## config.mk

```make
export PLATFORM = sky130hd
export DESIGN_NAME = prog_step_seq
export DESIGN_NICKNAME = d
export VERILOG_FILES = /design/src/rtl/prog_step_pkg.sv /design/src/rtl/key_code_enc.sv /design/src/rtl/step_store.sv /design/src/rtl/seq_ctrl.sv /design/src/rtl/prog_step_seq.sv
export SDC_FILE = /design/constraint.sdc
export NUM_CORES = 1
export LEC_CHECK = 0
export BUFFER_PORTS_ARGS = -buffer_cell sky130_fd_sc_hd__buf_2
export CELL_PAD_IN_SITES_DETAIL_PLACEMENT = 0
export CELL_PAD_IN_SITES_GLOBAL_PLACEMENT = 1
export CORE_AREA = 5 5 117 119
export CTS_CLUSTER_DIAMETER = 200
export DETAILED_ROUTE_END_ITERATION = 8
export DIE_AREA = 0 0 122 124
export PLACE_DENSITY = 0.83
export SETUP_SLACK_MARGIN = 0.4
export SLEW_MARGIN = 25
export SYNTH_ARGS = -nofsm -noshare
export SYNTH_HDL_FRONTEND = slang
export SYNTH_SLANG_ARGS = --single-unit
```

## constraint.sdc

```tcl
create_clock -name clk -period 5.6 [get_ports clk]
set_input_delay 0.56 -clock clk [delete_from_list [all_inputs] [get_ports clk]]
set_output_delay 0.56 -clock clk [all_outputs]
set_load 0.02 [all_outputs]
```

## src/rtl/prog_step_pkg.sv

```systemverilog
package prog_step_pkg;

    localparam int CODE_W     = 4;
    localparam int STEPS      = 15;
    localparam int PC_W       = $clog2(STEPS + 1);
    localparam int BANK_DEPTH = STEPS + 1;
    localparam int NBANKS     = 2;
    localparam int KEY_MAX    = 9;
    localparam int POINT_MAX  = 7;

    typedef enum logic [CODE_W-1:0] {
        OP_NOP   = 4'd0,
        OP_NEG   = 4'd1,
        OP_ADD   = 4'd2,
        OP_SUB   = 4'd3,
        OP_MEM1  = 4'd4,
        OP_MEM2  = 4'd5,
        OP_MEM3  = 4'd6,
        OP_MEM4  = 4'd7,
        OP_MUL   = 4'd8,
        OP_DIV   = 4'd9,
        OP_CLRA  = 4'd10,
        OP_CLRE  = 4'd11,
        OP_ROOT  = 4'd12,
        OP_ROOT2 = 4'd13,
        OP_STOP  = 4'd14,
        OP_END   = 4'd15
    } op_code_e;

    typedef enum logic [1:0] {
        SQ_IDLE = 2'd0,
        SQ_RUN  = 2'd1,
        SQ_HALT = 2'd2,
        SQ_DONE = 2'd3
    } seq_state_e;

    typedef struct packed {
        logic            bank;
        logic [PC_W-1:0] pc;
    } step_pos_t;

    typedef struct packed {
        logic              ok;
        logic [CODE_W-1:0] code;
    } key_code_t;

    function automatic key_code_t key_to_code(input logic [3:0] digit, input logic point);
        key_code_t r;
        if (point) begin
            r.code = {1'b1, digit[2:0]};
            r.ok   = (int'(digit) <= POINT_MAX) && ({1'b1, digit[2:0]} != OP_ROOT2);
        end else begin
            r.code = digit;
            r.ok   = (int'(digit) <= KEY_MAX);
        end
        return r;
    endfunction

    function automatic step_pos_t step_advance(input step_pos_t p, input logic chain);
        step_pos_t r;
        if (p.pc == PC_W'(STEPS)) begin
            if (chain && !p.bank) begin
                r.bank = 1'b1;
                r.pc   = PC_W'(1);
            end else begin
                r.bank = p.bank;
                r.pc   = '0;
            end
        end else begin
            r.bank = p.bank;
            r.pc   = p.pc + PC_W'(1);
        end
        return r;
    endfunction

endpackage

```

## src/rtl/key_code_enc.sv

```systemverilog
module key_code_enc
    import prog_step_pkg::*;
(
    input  logic [3:0]        digit,
    input  logic              point,
    output logic              code_ok,
    output logic [CODE_W-1:0] code
);
    key_code_t kc;

    always_comb begin
        kc      = key_to_code(digit, point);
        code_ok = kc.ok;
        code    = kc.code;
    end
endmodule

```

## src/rtl/step_store.sv

```systemverilog
module step_store
    import prog_step_pkg::*;
(
    input  logic              clk,
    input  logic              rst,
    input  logic              st_we,
    input  logic              st_bank,
    input  logic [PC_W-1:0]   st_idx,
    input  logic [CODE_W-1:0] st_data,
    input  logic              pc_we,
    input  logic              pc_bank,
    input  logic [PC_W-1:0]   pc_data,
    input  logic              rd_bank,
    output logic [PC_W-1:0]   pc_rd,
    output logic [CODE_W-1:0] step_rd
);
    // digit 0 of each bank is its step counter; digits 1..STEPS hold codes
    logic [CODE_W-1:0] mem [NBANKS][BANK_DEPTH];

    always_ff @(posedge clk) begin
        if (rst) begin
            for (int b = 0; b < NBANKS; b++) begin
                for (int i = 0; i < BANK_DEPTH; i++) begin
                    mem[b][i] <= (i == 0) ? CODE_W'(1) : '0;
                end
            end
        end else begin
            if (st_we) mem[st_bank][st_idx] <= st_data;
            if (pc_we) mem[pc_bank][0] <= CODE_W'(pc_data);
        end
    end

    always_comb begin
        pc_rd   = PC_W'(mem[rd_bank][0]);
        step_rd = mem[rd_bank][pc_rd];
    end


    step_write_not_counter_chk: assert property (@(posedge clk) disable iff (rst)
        st_we |-> st_idx != '0);
endmodule

```

## src/rtl/seq_ctrl.sv

```systemverilog
module seq_ctrl
    import prog_step_pkg::*;
(
    input  logic              clk,
    input  logic              rst,
    input  logic              bank_sel,
    input  logic              chain_en,
    input  logic              pc_clear,
    input  logic              ent_stb,
    input  logic              run_go,
    input  logic              fetch_req,
    input  logic              resume,
    input  logic              key_ok,
    input  logic [CODE_W-1:0] key_code,
    input  logic [PC_W-1:0]   pc_rd,
    input  logic [CODE_W-1:0] step_rd,
    output logic              st_we,
    output logic              st_bank,
    output logic [PC_W-1:0]   st_idx,
    output logic [CODE_W-1:0] st_data,
    output logic              pc_we,
    output logic              pc_bank,
    output logic [PC_W-1:0]   pc_data,
    output logic              bank_q,
    output logic              fetch_valid_q,
    output logic [CODE_W-1:0] fetch_code_q,
    output logic              entry_ack_q,
    output logic              entry_rej_q,
    output logic              running,
    output logic              halted,
    output logic              complete
);
    seq_state_e state_q;
    step_pos_t  cur_pos, nxt_pos;
    logic       busy, ent_take, do_entry, do_fetch, fetch_live;

    always_comb begin
        cur_pos.bank = bank_q;
        cur_pos.pc   = pc_rd;
        nxt_pos      = step_advance(cur_pos, chain_en);
        busy         = (state_q == SQ_RUN) || (state_q == SQ_HALT);
        ent_take     = ent_stb && !busy && !run_go && !pc_clear;
        do_entry     = ent_take && key_ok && (pc_rd != '0);
        fetch_live   = (state_q == SQ_RUN) && fetch_req && !run_go && !pc_clear;
        do_fetch     = fetch_live && (pc_rd != '0);

        st_we   = do_entry;
        st_bank = bank_q;
        st_idx  = pc_rd;
        st_data = key_code;

        pc_we   = 1'b0;
        pc_bank = nxt_pos.bank;
        pc_data = nxt_pos.pc;
        if (run_go || pc_clear) begin
            pc_we   = 1'b1;
            pc_bank = bank_sel;
            pc_data = PC_W'(1);
        end else if (do_entry || do_fetch) begin
            pc_we = 1'b1;
        end
    end

    always_ff @(posedge clk) begin
        if (rst) begin
            state_q       <= SQ_IDLE;
            bank_q        <= 1'b0;
            fetch_valid_q <= 1'b0;
            fetch_code_q  <= '0;
            entry_ack_q   <= 1'b0;
            entry_rej_q   <= 1'b0;
        end else begin
            fetch_valid_q <= 1'b0;
            entry_ack_q   <= 1'b0;
            entry_rej_q   <= 1'b0;
            if (run_go) begin
                bank_q  <= bank_sel;
                state_q <= SQ_RUN;
            end else if (pc_clear) begin
                bank_q  <= bank_sel;
                state_q <= SQ_IDLE;
            end else if (ent_take) begin
                if (do_entry) begin
                    entry_ack_q <= 1'b1;
                    bank_q      <= nxt_pos.bank;
                end else begin
                    entry_rej_q <= 1'b1;
                end
            end else if (fetch_live) begin
                if (!do_fetch) begin
                    state_q <= SQ_DONE;
                end else begin
                    fetch_valid_q <= 1'b1;
                    fetch_code_q  <= step_rd;
                    bank_q        <= nxt_pos.bank;
                    if (step_rd == OP_END)       state_q <= SQ_DONE;
                    else if (step_rd == OP_STOP) state_q <= SQ_HALT;
                end
            end else if ((state_q == SQ_HALT) && resume) begin
                state_q <= SQ_RUN;
            end
        end
    end

    always_comb begin
        running  = (state_q == SQ_RUN);
        halted   = (state_q == SQ_HALT);
        complete = (state_q == SQ_DONE);
    end


    fetch_follows_req_chk: assert property (@(posedge clk) disable iff (rst)
        fetch_valid_q |-> $past(fetch_req) && $past(running));


    reject_keeps_pc_chk: assert property (@(posedge clk) disable iff (rst)
        entry_rej_q |-> (pc_rd == $past(pc_rd)) && (bank_q == $past(bank_q)));


    ack_reject_excl_chk: assert property (@(posedge clk) disable iff (rst)
        $onehot0({entry_ack_q, entry_rej_q, fetch_valid_q}));


    no_fetch_while_halted_chk: assert property (@(posedge clk) disable iff (rst)
        halted && $past(halted) |-> !fetch_valid_q);


    end_code_completes_chk: assert property (@(posedge clk) disable iff (rst)
        fetch_valid_q && (fetch_code_q == OP_END) |-> complete && !running);
endmodule

```

## src/rtl/prog_step_seq.sv

```systemverilog
module prog_step_seq
    import prog_step_pkg::*;
(
    input  logic              clk,
    input  logic              rst,
    input  logic              bank_sel,
    input  logic              chain_en,
    input  logic              pc_clear,
    input  logic              ent_stb,
    input  logic [3:0]        ent_digit,
    input  logic              ent_point,
    input  logic              run_go,
    input  logic              fetch_req,
    input  logic              resume,
    output logic              fetch_valid,
    output logic [CODE_W-1:0] fetch_code,
    output logic              entry_ack,
    output logic              entry_reject,
    output logic              running,
    output logic              halted,
    output logic              complete,
    output logic              cur_bank,
    output logic [PC_W-1:0]   cur_pc
);
    logic              key_ok;
    logic [CODE_W-1:0] key_code;
    logic              st_we, st_bank, pc_we, pc_bank, bank_q;
    logic [PC_W-1:0]   st_idx, pc_data, pc_rd;
    logic [CODE_W-1:0] st_data, step_rd;

    key_code_enc u_enc (
        .digit   (ent_digit),
        .point   (ent_point),
        .code_ok (key_ok),
        .code    (key_code)
    );

    step_store u_store (
        .clk     (clk),
        .rst     (rst),
        .st_we   (st_we),
        .st_bank (st_bank),
        .st_idx  (st_idx),
        .st_data (st_data),
        .pc_we   (pc_we),
        .pc_bank (pc_bank),
        .pc_data (pc_data),
        .rd_bank (bank_q),
        .pc_rd   (pc_rd),
        .step_rd (step_rd)
    );

    seq_ctrl u_ctrl (
        .clk           (clk),
        .rst           (rst),
        .bank_sel      (bank_sel),
        .chain_en      (chain_en),
        .pc_clear      (pc_clear),
        .ent_stb       (ent_stb),
        .run_go        (run_go),
        .fetch_req     (fetch_req),
        .resume        (resume),
        .key_ok        (key_ok),
        .key_code      (key_code),
        .pc_rd         (pc_rd),
        .step_rd       (step_rd),
        .st_we         (st_we),
        .st_bank       (st_bank),
        .st_idx        (st_idx),
        .st_data       (st_data),
        .pc_we         (pc_we),
        .pc_bank       (pc_bank),
        .pc_data       (pc_data),
        .bank_q        (bank_q),
        .fetch_valid_q (fetch_valid),
        .fetch_code_q  (fetch_code),
        .entry_ack_q   (entry_ack),
        .entry_rej_q   (entry_reject),
        .running       (running),
        .halted        (halted),
        .complete      (complete)
    );

    always_comb begin
        cur_bank = bank_q;
        cur_pc   = pc_rd;
    end


    chain_flip_chk: assert property (@(posedge clk) disable iff (rst)
        (entry_ack || fetch_valid) && cur_bank && !$past(cur_bank) |-> cur_pc == PC_W'(1));
endmodule

```

==> results_dict.tcl <==
set metrics [dict create \
    syn-num-nets 539 \
    routedWlPerCell_um 23.77 \
    portBuffers 28 \
    irDropWorstVdd_mv 0.1786 \
    grt_pass1_vias 4298 \
    synth_xor_xnor_area_share_pct 0.1316 \
    ys_ff_latch 139 \
    clk_latency_ns 0.42 \
    root_buffer "clkbuf_16" \
    fp.dieW_um 122 \
    place.gp.congestion 0.9391 \
    yosysTopAreaCellShare_pct 57.76 \
    dieArea_mm2 0.01513 \
    yosysSeqAreaShare_pct 61.06 \
    dominantRegCellSynth "edfxtp_1" \
    status "completed" \
    post-route-period-util_pct 68.02 \
    fmax_mhz 262.5 \
    pre_cts_slack_ns 1.863 \
    crit_arrival_ns 3.96 \
    utilization_pct 60.52 \
    synth_edf_count 128 \
    synth_area_leaders "edfxtp_1 (58%), mux2i_1 (4.8%), mux4_2 (3.7%), and2_1 (3.4%), dfxtp_1 (3.3%)" \
    path_max_fanout 45 \
    yosysWarnings 0 \
    synthAdderAreaFrac_pct 1.316 \
    powerDensity_mw_per_mm2 347.8 \
    antenna_found_initial 0 \
    cts_tree "done" \
    fin_ws_ns 1.791 \
    syn_area_mm2 0.006655 \
    finalHoldViolations 0 \
    skew_ns 0.008022 \
    clkSinkCount 139 \
    cts_max_path_buffers 2 \
    cts_setup_buffers 0 \
    viasPerCell 6.119 \
    tns_ns 0 \
    io_pins 29 \
    maxSlewViolCount 0 \
    netlist_instances 518 \
    synth_compound_area_share_pct 8.573 \
    cts-hold-fix-buffers 0 \
    grt_max_degree 46 \
    cp-start-kind "flip-flop" \
    hpwlAfterDp_mm 12.08 \
    area_delta_synth_final_pct 13.37 \
    grt_use_total_pct 23.82 \
    end_kind "flip-flop" \
    fin_nets 556 \
    num_antenna_cells 0 \
    rsz0062_at_grt "no" \
    routed-via-count 4406 \
    dieHeight_um 124 \
    numCtsBuffers 17 \
    leakagePower_nw 2.898 \
    synth.area.mux_share_pct 9.551 \
    synth_top_cell_by_area "edfxtp_1" \
    routed_wl_mm 17.11 \
    grt_pass1_wl_mm 25.89 \
    slew_headroom_pct 48.15 \
    setup-violations-final 0 \
    crit_required_ns 5.75 \
    clk_pin_slew_ns 0.06 \
    synth_area_per_cell_um2 12.85 \
    antenna_left 0 \
    core_mm2 0.01247 \
    start_util_pct 53.39 \
    worst_pin_slew_ns 0.7778 \
    row_count 41 \
    synth_async_sr_flop_share_pct 0 \
    yosys.area_share.simple_pct 16.49 \
    cts_resized 0 \
    h-tree-depth 4 \
    overflow 0 \
    drt_iter0_drc 466 \
    synth_cell_types 55 \
    hold_class "input pin to flip-flop" \
    drive_gt1_share_pct 18.43 \
    worst-setup-path-type "flip-flop to flip-flop" \
    drc_errors 0 \
    maxCapViolations 0 \
    period_needed_ns 3.809 \
    detail_route.first_pass.iterations 6 \
    synth_top_family_by_area "simple AND/OR/NAND/NOR gates" \
    nFillCells 981 \
]
-- logic make-up (layout without fill, tap and decap cells) --
logic type | count (synthesis) | in the layout
XOR/XNOR | 1 | 1
buffers and inverters | 45 | 75
AO/OA/AOI/OAI | 78 | 78
multiplexers | 48 | 48
flip-flops | 139 | 139
adder cells (fa/ha/maj) | 7 | 7
AND/OR/NAND/NOR | 200 | 200
-- area by class of cell --
class / count / area [µm²] / share of cell area [%]
clock buffers: 18 / 429.2 / 5.688
well taps: 172 / 215.2 / 2.852
clock inverters: 14 / 193.9 / 2.570
multi-input cells: 334 / 2402 / 31.84
flip-flops and latches: 139 / 4065 / 53.88
inverters: 9 / 33.78 / 0.4478
repair buffers: 34 / 205.2 / 2.720
-- synthesized netlist by cell type (2+ instances only) --
cell / instances
mux4_2: 11
a31o_2: 3
a21oi_1: 9
nand4_1: 2
nand2_1: 32
o21ai_0: 9
nand2b_1: 11
buf_2: 11
and3_1: 25
or2_2: 12
a2111oi_0: 3
inv_1: 8
and4_1: 2
o22ai_1: 3
a221oi_1: 2
a211oi_1: 15
mux2_2: 4
edfxtp_1: 128
and2_1: 36
o311a_1: 2
o21a_1: 3
nor4_1: 11
and3b_1: 2
a31oi_1: 4
nor2b_1: 8
nor2_1: 29
dfxtp_1: 11
or4_1: 2
mux2i_1: 32
nor3_1: 19
nand3_1: 3
a22oi_1: 2
nor3b_1: 2
o21bai_1: 13
o32a_1: 2
ha_1: 7
clkbuf_1: 22
-- worst paths after layout --
check                         startpoint                      to  slack [ns]  cells after the start
setup / recovery               flip-flop      u_store.mem[1][39]        1.79                      9
hold / removal                 fetch_req       u_ctrl.state_q[1]        0.42                      2
setup reg to reg               flip-flop      u_store.mem[1][39]        1.79                      9
hold reg to reg   u_ctrl.fetch_code_q[3]  u_ctrl.fetch_code_q[3]        0.51                      2
-- critical path, cell delays in order (launching register included) --
cell and delay [ns]:
dfxtp_2 0.36, buf_4 0.48, nand2_1 0.27, and2_1 0.37, ha_1 0.31, a21o_1 0.21, nor2_1 0.40, nand2_1 0.38
nand4_1 0.25, o21a_1 0.47
-- per-stage QoR --
| step | instances | total power, mW | hold slack, ns | area (µm²) |
|---|---|---|---|---|
| after CTS | 719 | 2.624 | 0.4102 | 7517 |
| after detailed placement | 687 | 1.451 | 0.4957 | 6894 |
| after global placement | 687 | 1.446 | 0.4903 | 6892 |
| final | 720 | 2.624 | 0.4195 | 7545 |
| after floorplan | 518 | 1.367 | 0.5265 | 6655 |
| after global routing | 720 | 2.701 | 0.4186 | 7545 |
-- registers in the layout, indices dropped and copies added, names as in the netlist, named ones only --
signal and cells:
u_store.mem 128, u_ctrl.fetch_code_q 4, u_ctrl.state_q 2, u_ctrl.bank_q 1, u_ctrl.entry_ack_q 1, u_ctrl.entry_rej_q 1, u_ctrl.fetch_valid_q 1
-- layer usage --
metal / routed length [µm] / global-route usage, % / vias to the layer above
met4: 425 / 8.263 / 0
li1: - / - / 2008
met1: 7118 / 32.37 / 2182
met2: 8129 / 37.53 / 190
met3: 1438 / 6.176 / 26
met5: 0 / 0 / -
-- cells in the final DEF (no fill, tap or decap), types with 3 or more instances in the layout --
master        n
a2111oi_0     3
a211oi_1     15
a21oi_1       9
a31o_2        3
a31oi_1       4
and2_1       36
and3_1       25
buf_2        28
buf_4         5
bufinv_16     4
clkbuf_16    17
clkinvlp_4    5
dfxtp_1      10
edfxtp_1    128
ha_1          7
inv_1         8
mux2_2        4
mux2i_1      32
mux4_2       11
nand2_1      32
nand2b_1     11
nand3_1       3
nor2_1       28
nor2b_1       8
nor3_1       19
nor4_1       11
o21a_1        3
o21ai_0       9
o21bai_1     13
o22ai_1       3
or2_2        12
-- power by group --
| part | switching, mW | total, mW | internal (mW) | leakage, nW |
|---|---|---|---|---|
| logic | 0.161 | 0.243 | 0.0820 | 1.21 |
| clock network | 0.441 | 1.19 | 0.746 | 0.289 |
| registers | 0.0225 | 1.19 | 1.17 | 1.40 |
Note: power is estimated with default switching activity, not from simulation.
